[src/rtl/serport_pkg.sv]
package serport_pkg;

    localparam int NUM_LANES = 2;
    localparam int STAT_BITS = 4;

    typedef enum logic [2:0] {
        SEL_TXA  = 3'd0,
        SEL_TXB  = 3'd1,
        SEL_RXA  = 3'd2,
        SEL_RXB  = 3'd3,
        SEL_STAT = 3'd4
    } hsel_e;

    localparam logic [2:0] TX_BASE = 3'd0;
    localparam logic [2:0] RX_BASE = 3'd2;

    // serial timing strobes shared by both lanes
    typedef struct packed {
        logic rise;    // serial clock rising edge seen this cycle
        logic fall;    // serial clock falling edge seen this cycle
        logic start;   // a word begins on this rising edge
        logic active;  // a word is in flight
        logic done;    // last bit sampled on this falling edge
    } strobe_t;

    // buffer belonging to the direction that is not selected
    function automatic logic sel_blocked(input logic [2:0] s, input logic tx);
        if (tx)
            return (s == SEL_RXA) || (s == SEL_RXB);
        else
            return (s == SEL_TXA) || (s == SEL_TXB);
    endfunction

endpackage

[src/rtl/serport_framer.sv]
module serport_framer
    import serport_pkg::*;
#(
    parameter int W = 16
) (
    input  logic    clk,
    input  logic    rst,
    input  logic    en,
    input  logic    fs_req,
    input  logic    sclk,
    input  logic    fs,
    output strobe_t stb
);
    localparam int CW = (W > 1) ? $clog2(W) : 1;
    localparam logic [CW-1:0] LAST = CW'(W - 1);

    logic          sclk_q;
    logic [CW-1:0] cnt;
    logic          active;
    logic          running;
    logic          rise, fall, at_end, start;

    assign rise   = sclk & ~sclk_q;
    assign fall   = ~sclk & sclk_q;
    assign at_end = (cnt == LAST);
    assign start  = en & rise & (fs | (~fs_req & running & active & at_end));

    always_ff @(posedge clk) begin
        if (rst) sclk_q <= 1'b0;
        else     sclk_q <= sclk;
    end

    always_ff @(posedge clk) begin
        if (rst || !en) begin
            cnt     <= '0;
            active  <= 1'b0;
            running <= 1'b0;
        end else if (start) begin
            cnt     <= '0;
            active  <= 1'b1;
            running <= 1'b1;
        end else if (rise && active) begin
            if (at_end) active <= 1'b0;
            else        cnt    <= cnt + 1'b1;
        end
    end

    always_comb begin
        stb.rise   = rise;
        stb.fall   = fall;
        stb.start  = start;
        stb.active = active;
        stb.done   = en & fall & active & at_end;
    end

endmodule

[src/rtl/serport_lane.sv]
module serport_lane
    import serport_pkg::*;
#(
    parameter int W = 16
) (
    input  logic         clk,
    input  logic         rst,
    input  logic         en,
    input  logic         dir_tx,
    input  strobe_t      stb,
    input  logic         sd_in,
    input  logic         wr_tx,
    input  logic         rd_rx,
    input  logic [W-1:0] wdata,
    output logic [W-1:0] tx_buf,
    output logic [W-1:0] rx_buf,
    output logic         full,
    output logic         err,
    output logic         sd_out
);
    logic [W-1:0] sh;
    logic [W-1:0] sh_in;

    assign sh_in  = {sh[W-2:0], sd_in};
    assign sd_out = dir_tx & stb.active & sh[W-1];

    always_ff @(posedge clk) begin
        if (rst || !en) begin
            sh     <= '0;
            tx_buf <= '0;
            rx_buf <= '0;
            full   <= 1'b0;
            err    <= 1'b0;
        end else if (dir_tx) begin
            if (stb.start) begin
                sh <= full ? tx_buf : '0;
                if (!full) err <= 1'b1;
            end else if (stb.rise && stb.active) begin
                sh <= sh << 1;
            end
            if (wr_tx) begin
                tx_buf <= wdata;
                full   <= 1'b1;
            end else if (stb.start) begin
                full   <= 1'b0;
            end
        end else begin
            if (stb.fall && stb.active) sh <= sh_in;
            if (stb.done) begin
                rx_buf <= sh_in;
                full   <= 1'b1;
                if (full && !rd_rx) err <= 1'b1;
            end else if (rd_rx) begin
                full <= 1'b0;
            end
        end
    end

endmodule

[src/rtl/dual_lane_serport.sv]
module dual_lane_serport
    import serport_pkg::*;
#(
    parameter int W = 16
) (
    input  logic         clk,
    input  logic         rst,
    input  logic         en,
    input  logic         dir_tx,
    input  logic         fs_req,
    input  logic         h_req,
    input  logic         h_we,
    input  logic [2:0]   h_sel,
    input  logic [W-1:0] h_wdata,
    output logic [W-1:0] h_rdata,
    output logic         h_ready,
    input  logic         sclk,
    input  logic         fs,
    input  logic [1:0]   sd_in,
    output logic [1:0]   sd_out
);
    localparam int PAD = W - STAT_BITS;

    strobe_t                          stb;
    logic                             acc;
    logic [NUM_LANES-1:0]             wr_tx, rd_rx, full_v, err_v;
    logic [NUM_LANES-1:0][W-1:0]      tx_buf_v, rx_buf_v;

    assign h_ready = h_req & (~en | ~sel_blocked(h_sel, dir_tx));
    assign acc     = h_ready & en;

    serport_framer #(.W(W)) u_framer (
        .clk(clk), .rst(rst), .en(en), .fs_req(fs_req),
        .sclk(sclk), .fs(fs), .stb(stb)
    );

    for (genvar i = 0; i < NUM_LANES; i++) begin : g_lane
        assign wr_tx[i] = acc & h_we & dir_tx & (h_sel == TX_BASE + 3'(i));
        assign rd_rx[i] = acc & ~h_we & ~dir_tx & (h_sel == RX_BASE + 3'(i));

        serport_lane #(.W(W)) u_lane (
            .clk(clk), .rst(rst), .en(en), .dir_tx(dir_tx), .stb(stb),
            .sd_in(sd_in[i]), .wr_tx(wr_tx[i]), .rd_rx(rd_rx[i]),
            .wdata(h_wdata), .tx_buf(tx_buf_v[i]), .rx_buf(rx_buf_v[i]),
            .full(full_v[i]), .err(err_v[i]), .sd_out(sd_out[i])
        );
    end

    always_comb begin
        h_rdata = '0;
        if (acc && !h_we) begin
            case (h_sel)
                SEL_TXA:  h_rdata = tx_buf_v[0];
                SEL_TXB:  h_rdata = tx_buf_v[1];
                SEL_RXA:  h_rdata = rx_buf_v[0];
                SEL_RXB:  h_rdata = rx_buf_v[1];
                SEL_STAT: h_rdata = {{PAD{1'b0}}, full_v, err_v};
                default:  h_rdata = '0;
            endcase
        end
    end

endmodule

[config.mk]
export PLATFORM = sky130hd
export DESIGN_NAME = dual_lane_serport
export DESIGN_NICKNAME = d
export VERILOG_FILES = /design/src/rtl/serport_pkg.sv /design/src/rtl/serport_framer.sv /design/src/rtl/serport_lane.sv /design/src/rtl/dual_lane_serport.sv
export SDC_FILE = /design/constraint.sdc
export NUM_CORES = 1
export LEC_CHECK = 0
export BUFFER_PORTS_ARGS = -buffer_cell sky130_fd_sc_hd__buf_4
export CAP_MARGIN = 0
export CORE_MARGIN = 3
export CORE_UTILIZATION = 51
export CTS_CLUSTER_DIAMETER = 200
export DETAILED_ROUTE_END_ITERATION = 8
export PLACE_DENSITY = 0.68
export SLEW_MARGIN = 5
export SYNTH_ARGS = -nofsm -noshare
export SYNTH_HDL_FRONTEND = slang
export SYNTH_SLANG_ARGS = --single-unit
[constraint.sdc]
create_clock -name clk -period 1.9 [get_ports clk]
set_clock_uncertainty 0.05 [all_clocks]
set_input_delay 0.095 -clock clk [delete_from_list [all_inputs] [get_ports clk]]
set_output_delay 0.095 -clock clk [all_outputs]
set_load 0.1 [all_outputs]
# Word level (Yosys, flattened, before mapping)
# Index checks and enable logic that the tools add are counted.
# Widths: inputs -> output; s select.
[totals]
ff_bits = 107
inputBits = 30
out_inout_bits = 19
wordCells = 126
[op_classes]
add_sub_neg = 1
eq_ne = 11
muxes = 35
bitwise = 33
n_reduce_logical = 32
[op_table]
columns = ["operator", "n"]
rows = [
  ["$mux 16", 11],
  ["$pmux 16 s5", 1],
  ["$and 1x1->1", 23],
  ["$mux 1", 23],
  ["$reduce_and 2->1", 8],
  ["$reduce_bool 2->1", 6],
  ["$ne 3x1->1 const B", 3],
  ["$not 1->1", 8],
  ["$reduce_and 4->1", 2],
  ["$eq 3x2->1 const B", 2],
  ["$reduce_bool 3->1", 2],
  ["$logic_and 1x1->1", 5],
  ["$add 4x1->4 const B", 1],
  ["$eq 4x4->1 const B", 1],
  ["$logic_not 1->1", 4],
  ["$ne 2x2->1 const B", 2],
  ["$eq 3x1->1 const B", 1],
  ["$eq 3x3->1 const B", 1],
  ["$logic_not 3->1", 1],
  ["$logic_or 1x1->1", 3],
  ["$ne 2x1->1 const B", 1],
  ["$or 1x1->1", 2],
  ["$reduce_or 2->1", 1],
]

# Logic depth before layout (Yosys ltp)
# Gate-level depths: netlist (run 1).
[logic_depth]
ltp_word = 15
mapped_depth = 8
mapped_depth_nobuf = 5

# By module
# A second synthesis (run 1) with hierarchy kept.
[hier_totals]
cells_unflattened = 583
area_unflattened_um2 = 5039.8
[by_module_without_submodules]
columns = ["module", "instances", "cells_each", "area_each_um2", "seq_area_each_um2"]
rows = [
  ["serport_lane", 2, 236, 1970.6, 1001.0],
  ["dual_lane_serport", 1, 69, 711.9, 0.0],
  ["serport_framer", 1, 42, 386.6, 140.1],
]

# Worst setup path before layout (run 1)
# Ideal clock, no wire load.
[synth_path]
path_type = "in2out"
from = "input h_sel[1]"
to = "output h_rdata[12]"
arrival_time_ns = 3.295
required_time_ns = 1.755
slack_ns = -1.540
path_stages = 5
n_path_buf = 1
cell_sequence = "buf_2 -> inv_1 -> or3_1 -> a211o_1 -> a211oi_1"
[synth_between]
elab_chain_len = 9
elab_cells_between_ends = 15
cone_classes = "eq/ne (4); mux (3); bitwise (4); reduce/logical (4)"
[synth_lines]
columns = ["item", "line_no", "rtl"]
rows = [
  ["start, declared", "dual_lane_serport.sv:13", "input logic [2:0] h_sel,"],
  ["$eq 3x1->1 (tied with other cells)", "serport_pkg.sv:31, dual_lane_serport.sv:52", ""],
  ["$logic_or 1x1->1, on equally long branches", "serport_pkg.sv:31, serport_pkg.sv:29", ""],
  ["$mux 1", "serport_pkg.sv:28", "if (tx)"],
  ["$not 1->1", "dual_lane_serport.sv:29", "assign h_ready = h_req & (~en | ~sel_blocked(h_sel, dir_tx));"],
  ["$or 1x1->1", "dual_lane_serport.sv:29", ""],
  ["$and 1x1->1", "dual_lane_serport.sv:29", ""],
  ["$and 1x1->1", "dual_lane_serport.sv:30", "assign acc = h_ready & en;"],
  ["$logic_and 1x1->1", "dual_lane_serport.sv:51", "if (acc && !h_we) begin"],
  ["$mux 16 *", "dual_lane_serport.sv:51", ""],
  ["end, declared", "dual_lane_serport.sv:15", "output logic [W-1:0] h_rdata,"],
]
# Every way passes the cells marked *; elsewhere a longest branch is shown, timed or not.

# Final worst setup path (run 1)
[layout_path]
from = "input h_sel[1]"
to = "output h_rdata[4]"
# The elaborated chain is that of the path after synthesis.

==> run summary, run 1 <==
In this run the worst path has a maximum fanout of 11. For this block, the via count after detailed routing is 4867. The tools report the length of routed met3 wiring as 1.11 mm.

After clock tree synthesis, the clock-pin slew on the worst setup and hold paths is 0.11 ns. For the clock buffer count from CTS, the log shows 9. Among all flip-flop cells after synthesis, the most frequent one is dfxtp_1. After detailed routing, the number of remaining DRC violations is 0. The number of cells on the worst reg-to-reg path came out at 6. The first TritonRoute pass finished after 6 iterations. The post-synthesis sequential element count is 107. Final critical-path required period: 1.83 ns.

The worst register-to-register path begins at u_framer.cnt[0]$_SDFFE_PP0P_. The critical path capture point type is an output pin. For the via count of the first global-routing pass, the log shows 4643. The run gives 5310 um^2 as the total standard cell area after synthesis. The logs give 3 for the H-tree depth and 0.37 ns for the source-to-sink clock delay at the later pin of the worst-skew pair. The initial utilization of the core area, before any placement, comes to 53.4%. The total area inside the core boundary comes to 9950 um^2.

By count the netlist is led by dfxtp_1 (107), nor2_1 (61), mux2i_1 (51). Total global routing track utilization: 26.5%. The run gives 0 as the number of endpoints with negative hold slack in the final report.

The endpoint required time on the critical path came out at 1.75 ns. In this run the number of cells on the critical path is 7. The switching part of the total power works out to 23.8%. The congestion estimate from routability-driven global placement came to 0.835. The tools report the number of sinks handled by clock tree synthesis as 107.

Internal power comes to 3.32 mW. Across the VDD grid, the largest voltage drop is 0.461 mV. Top routing layer in use: met4.

For the worst max-slew margin expressed relative to the limit, the log shows 49.3%. Before CTS, the worst setup slack after placement is -0.0293 ns. Launching element type of the critical path: an input port.

The routed design has 15.1 mm of wire. Counting flops with a built-in enable in the synthesized netlist gives 0. The run finished with clean final reports. The proportion of synthesized chip area in sequential cells was 40.3%.

In the final timing run, aggregate negative setup slack is 0 ns. The overall overflow remaining after global route was 0. In this run the remaining antenna-violating nets after routing total 0. The critical path class is in -> out. The biggest cell delay along the critical path was 0.48 ns. The root buffer cell chosen for the clock tree is clkbuf_8.

The floorplan step set the die width to 108 um. Traced cell by cell, the critical path runs through buf_4 -> inv_2 -> or3_1 -> a211o_4 -> buf_12 -> nor2_4 -> buf_4. Of all flip-flops after synthesis, the portion carrying an async set or reset was 0%.

Of all cell types, the one taking the most synthesized area is dfxtp_1. In this run the critical register-to-register path is captured at g_lane[0].u_lane.rx_buf[2]$_SDFFE_PP0P_. The area growth from synthesis to layout is 24.8%.

The area of combinational cells with multiple inputs is 3100 um^2, and the post-synthesis net count is 645. The number of buffers inserted by port buffering is 48. The final setup violation count came out at 0. After detailed routing, the average wire length per cell comes to 19.0 um.

In the final routing, the length of wire on met1 measures 7.15 mm. The run gives 11700 um^2 as the area of the die. By instance count, the leading cell after synthesis is dfxtp_1.

In this run, distinct cell masters in the synthesized netlist total 50. During synthesis, Yosys emitted a total of 0 warnings. On the critical path, the stage with the largest delay is an instance of a211o_4. The pin count of the biggest net entering global routing came out at 62. The floorplan row count is 36, and the detailed-placement wirelength estimate is 10.2 mm. The floorplan die height works out to 108 um.

The final layout contains 689 nets. Following the worst setup path forward leads to its endpoint at h_rdata[4]. Power spread over the standard cell area amounts to 657 nW/um^2. The min-delay analysis places its worst path in the category in -> reg. The switching power of the nets is 1.04 mW, and the share of Yosys cell area claimed by the top area cell type is 40.3%. The run gives 2 as the buffer levels on the longest clock path. In this run the register-to-register setup slack is 0.14 ns.

The worst path uses 96.1% of the clock period. The first element of the critical path is h_sel[1]. Setup repair after global routing left no endpoint under its margin. In the final layout, the share of cells above drive strength 1 is 21.9%. Cells fill 66.6% of the core in the end. A synthesized cell averages 8.65 um^2.

Combinational logic burns 8.8% of the power. The tightest hold path in the finished design has a slack of 0.0129 ns. The clock network is responsible for 39.5% of the overall power.

The initial antenna violation count was 0. Cell class contributing the biggest share of worst-path delay: buffers and inverters. The final worst-path setup slack was 0.0741 ns. TritonCTS built the clock tree. The most frequent cell on the critical path is buf_4.

The number of vias per cell after detailed routing was 6.11; the number of I/O pins was 49. In the detailed route, the total length drawn on met2 is 6.72 mm. The slew at the pin closest to its max-slew limit is 0.756 ns, and the total buffers and inverters traversed by the critical path is 4.

In the final layout, flip-flops and latches occupy 2140 um^2. The layout has 796 filler cells. The tools report the antenna diode count as 0. For this run, the top clock speed supported by timing is 548 MHz. For the max-capacitance violation count, the log shows 0. In this run, the number of DRC markers left after iteration 0 of detailed routing was 500. The logs give 614 for the number of cells produced by synthesis and 1.68 ns for the signal arrival time at the worst endpoint. Ranked by total cell area, the synthesized netlist is headed by dfxtp_1 (40%), mux2i_1 (9.6%), a21oi_1 (4.6%). For this design the static power due to leakage is 2.39 nW. The first global-routing pass estimated 24.6 mm of wire. The run gives 0 as the number of max-slew violations in the final report. Sequential cells account for 51.7% of the total power.
final cells by class:
class / instances / share of cell area (%)
multi-input combinational: 436 / 46.8
sequential: 107 / 32.3
timing repair buffer: 99 / 14.3
tap: 133 / 2.51
clock buffer: 10 / 2.08
clock inverter: 6 / 1.70
inverter: 5 / 0.283
per-layer routing:
metal,GRT usage [%],vias up
met5,0,-
met4,5.32,0
met3,5.37,13
met2,39.4,172
met1,39.8,2363
li1,-,2319
worst min-delay path by stage:
stage,from,end,slack (ns),cells past startpoint
detailed placement,rst,u_framer.sclk_q$_SDFF_PP0_,0.23,2
finish,en,u_framer.active$_SDFFE_PP0P_,0.01,3
CTS,en,u_framer.active$_SDFFE_PP0P_,0.002,3
floorplan,rst,u_framer.sclk_q$_SDFF_PP0_,0.12,1
global route,en,u_framer.running$_SDFFE_PP0P_,0.02,3
global placement,rst,u_framer.sclk_q$_SDFF_PP0_,0.22,2
cells by family (layout without fill, tap and decap cells):
logic type,count (synthesis),count (layout),synth area share [%]
AO/OA/AOI/OAI,158,158,19.4
XOR/XNOR,3,3,0.495
adder cells (fa/ha/maj),1,1,0.236
buffers and inverters,71,120,5.80
flip-flops,107,107,40.3
multiplexers,64,64,13.2
AND/OR/NAND/NOR,210,210,20.5
sequential cells by signal, summed over array words and instances (netlist names):
signal,count
u_framer.cnt,4
u_framer.running,1
g_lane.u_lane.full,2
g_lane.u_lane.err,2
u_framer.sclk_q,1
u_framer.active,1
g_lane.u_lane.sh,32
g_lane.u_lane.rx_buf,32
g_lane.u_lane.tx_buf,32
power by group through the flow:
| stage | Clock, mW | Sequential, mW | Combinational [mW] |
|---|---|---|---|
| global placement | 0 | 2.30 | 0.338 |
| floorplan | 0 | 2.30 | 0.195 |
| detailed placement | 0 | 2.30 | 0.342 |
| global route | 1.84 | 2.25 | 0.411 |
| finish | 1.72 | 2.25 | 0.384 |
| CTS | 1.73 | 2.25 | 0.378 |
cells in the final DEF, fill, tap and decap left out, types with 3 or more instances in the layout:
master and instances:
nor2_1 51, nor2_4 10, a211oi_1 3, o22a_1 3, a22oi_2 3, inv_1 4
nand4_1 34, mux4_2 4, o22ai_1 31, buf_12 11, a21boi_0 30, nand4b_1 4
and3_1 35, mux2i_1 51, nor2b_1 7, mux2_2 9, nand3b_1 3, dlygate4sd3_1 20
a22oi_1 14, a21oi_1 49, dfxtp_1 107, a2bb2oi_2 6, nand2_1 41, buf_4 67
nor3b_4 4, nor3_1 6, bufinv_16 3, clkbuf_8 10, o21ai_0 7
worst register-to-register path, delay by kind of cell (launching register included):
kind | cells | cell delay, ns
DFF | 1 | 0.38
adders and majority gates | 1 | 0.22
and+or+nand+nor | 3 | 0.50
buffers and inverters | 1 | 0.28
muxes | 1 | 0.20
what timing repair did:
action | 4_1_cts | 5_1_grt
hold buffers | 20 | 0
gates cloned | 0 | 1
endpoints found under the setup margin | 6 | 47
pin swaps | 0 | 3
endpoints found under the hold margin | 38 | 0
buffers inserted | 0 | 1
gates resized for setup | 5 | 7
through the flow:
| step | power (mW) | instances | area, um^2 |
|---|---|---|---|
| CTS | 4.36 | 794 | 6560 |
| global route | 4.51 | 796 | 6630 |
| detailed placement | 2.65 | 758 | 6080 |
| floorplan | 2.50 | 614 | 5490 |
| global placement | 2.64 | 758 | 6080 |
| finish | 4.36 | 796 | 6630 |
(Power assumes the default switching activity.)
==> run 2: changes to the inputs <==
--- a/config.mk
+++ b/config.mk
@@ -11,7 +11,7 @@
 export CORE_UTILIZATION = 51
 export CTS_CLUSTER_DIAMETER = 200
 export DETAILED_ROUTE_END_ITERATION = 8
-export PLACE_DENSITY = 0.68
+export PLACE_DENSITY = 0.71
 export SLEW_MARGIN = 5
 export SYNTH_ARGS = -nofsm -noshare
 export SYNTH_HDL_FRONTEND = slang
==> constraint.sdc (replaced) <==
create_clock -name clk -period 1.55 [get_ports clk]
set_clock_uncertainty 0.05 [all_clocks]
set_input_delay 0.0775 -clock clk [delete_from_list [all_inputs] [get_ports clk]]
set_output_delay 0.0775 -clock clk [all_outputs]
set_load 0.1 [all_outputs]
==> run 2 against run 1 <==
- first-iteration DRC count grew 10%
- critical path type is now reg -> out
- core utilization grew 11 points
- clock-buffer cell count grew 1
- the run now ends with negative setup slack left
- hold slack gained 0.011 ns
- highest routed layer unchanged
- largest cell class unchanged
- combinational power grew 56%
- non-clock buffer count grew 47
- final cell count grew 6.0%
==> run summary, run 2 (synthesis results as in run 1) <==
The run gives 2.80 nW as the total leakage power. Across the run, the number of max-cap violations was 0. Compared with the post-synthesis result, the final layout area differs by 44.5%. The power density over the cells is 705 nW/um^2. The run gives 1.86 mm as the length of routed met3 wiring. TritonCTS built the clock tree. The placed instances occupy a cell area of 6330 um^2.

The logs give 31.3% for the total global routing track utilization and 0.422 mV for the worst vdd rail ir drop. X dimension of the die: 108 um. The run gives 0 as the antenna diode count. For the pin with the worst max-slew slack, the measured transition is 0.390 ns. After clock tree synthesis, the clock-pin slew on the worst setup and hold paths is 0.11 ns.

Along the worst path, the maximum fanout reaches 2. The later pin in the worst-skew pair is clocked with a latency of 0.39 ns. The total buffers and inverters traversed by the critical path came out at 1. Leading cell type in the layout, fill and taps excluded: dfxtp_1. Worst max-slew margin expressed relative to the limit: 74.0%.

The number of vias per cell after detailed routing came out at 6.48. Top routing layer in use: met4. The number of buffers inserted by port buffering works out to 48. The tools report the first-pass GRT wire length as 28.4 mm. The timing-limited maximum frequency was 564 MHz. The run gives -9.00 ns as the sum of negative setup slack. The tools report the first element of the critical path as g_lane[0].u_lane.rx_buf[4]$_SDFFE_PP0P_. The initial antenna violation count is 0, and the final worst-path setup slack is -0.222 ns.

The logs give 49 for the number of I/O pins and 1.64 ns for the signal arrival time at the worst endpoint. The count of TritonRoute iterations in the first routing pass was 7. Launching element type of the critical path: a register. The startpoint identified for the worst register-to-register timing path is u_framer.cnt[1]$_SDFFE_PP0P_.

The min-delay analysis places its worst path in the category in -> reg. The final critical-path required period is 1.77 ns, and the overall overflow remaining after global route is 0. Once the floorplan was initialized, standard cells occupied 53.4% of the core. Counting every sink on the clock net gives 107. Data on the critical path is required at its endpoint by 1.42 ns. Number of endpoints with negative hold slack in the final report: 0. The tools report the number of max-slew violations in the final report as 0. The cell class contributing the biggest share of worst-path delay was compound AO/OA/AOI/OAI gates.

Setup violations remaining at the end of the flow were counted as 86. In the final routed layout, each cell accounts on average for 22.0 um. The final critical path takes up 114% of the cycle. The run gives 737 as the count of nets after finishing.

The largest individual stage delay along the critical path comes from the cell dfxtp_2. The worst hold margin came out at 0.0238 ns. STA classifies the critical path endpoint as an output pin. Traced cell by cell, the critical path runs through mux2_4 -> a22oi_2 -> a2bb2oi_2 -> nor2_4 -> buf_12.

The core region is 9950 um^2. Setup repair after global routing could not meet its margin everywhere. The H-tree was split into 3 levels. The CTS root buffer is clkbuf_8.

For the detailed-placement wirelength estimate, the log shows 10.7 mm. In this run the most critical hold path is launched from en. The detailed router put a total of 7.67 mm of wire on met1.

The via count of the first global-routing pass was 5223; the pin count of the biggest net entering global routing was 61. The share of final-layout standard cells stronger than drive strength 1 is 36.7%, and the number of design-rule violations left by the first detailed-router iteration is 550. In the layout the commonest cells are dfxtp_1 (84), buf_4 (78), nor2_1 (50). The final reports fail on negative setup slack. The largest registers in the layout are g_lane.u_lane.rx_buf x32, g_lane.u_lane.sh x32, g_lane.u_lane.tx_buf x32. The clock buffer count from CTS was 9; the floorplan row count was 36. For the number of remaining DRC errors, the log shows 0. The worst setup path is of the reg -> out kind. The wire length on met2 is 8.55 mm. The placer congestion estimate is 0.905.

Summed over all layers, the routed wires come to 18.6 mm. The floorplan die height was 108 um; the via total after detailed routing was 5466. Once layout is done, the placed cells without fillers occupy 7680 um^2. The count of nets left with antenna violations after detail routing came out at 0. The flow ran to the end, but the final reports show violations. In this run the deepest clock path goes through 2 buffers. The die covers 11700 um^2. In this design, the stage delay of the slowest critical-path cell is 0.34 ns.
-- run 2: changes by cell type in the layout (fill, tap and decap cells not counted), sizes merged --
cell	delta
buf	+46
a211o	+1
bufinv	-1
clkbuf	+1
clkinv	-1
dlygate4sd3	+1
inv	+1
-- run 2: final timing paths --
path | endpoint | slack, ns | depth (start not counted)
setup reg to reg | g_lane[0].u_lane.sh[3]$_SDFFE_PP0P_ | -0.20 | 7
hold reg to reg | u_framer.running$_SDFFE_PP0P_ | 0.43 | 2
setup / recovery | h_rdata[4] | -0.22 | 5
hold / removal | g_lane[1].u_lane.err$_SDFFE_PP0P_ | 0.02 | 3
-- run 2: worst min-delay path: cells and delay by family --
kind / cells / cell delay, ns
buf+inv: 1 / 0.16
simple gates: 1 / 0.10
compound gates: 1 / 0.07
-- run 2: final cells by class --
cell class              instances  area (um^2)
multi-input cells             437         3420
flip-flops and latches        107         2180
inverters                       5         21.3
clock inverters                 5         93.8
repair buffers                146         1650
well taps                     133          166
clock buffers                  11          151
fillers                       612         2280
-- run 2: metrics by stage --
stage	instances	util [%]	worst slack (ns)	power, mW
after floorplan	614	-	-0.445	3.06
after detailed placement	785	63.6	-0.225	3.28
after CTS	844	75.3	-0.190	5.35
after global routing	844	77.1	-0.254	5.55
after global placement	785	63.6	-0.179	3.27
final	844	77.1	-0.222	5.41
-- run 2: where the power goes --
group	switching, mW	internal (mW)
Combinational	0.340	0.258
Clock	1.04	1.02
Sequential	0.00647	2.75
-- run 2: metal layers --
metal / global-route usage (%) / up-vias
met5: 0 / -
met4: 8.12 / 0
met3: 7.82 / 51
met2: 50.1 / 314
met1: 42.5 / 2668
li1: - / 2433
-- run 2: what timing repair did --
item / in CTS / in global routing
gates resized for setup: 107 / 64
buffers inserted: 16 / 6
hold endpoints to repair: 40 / 0
setup endpoints to repair: 85 / 90
cloned: 7 / 1
pin swaps: 24 / 24
hold buffers: 21 / 0
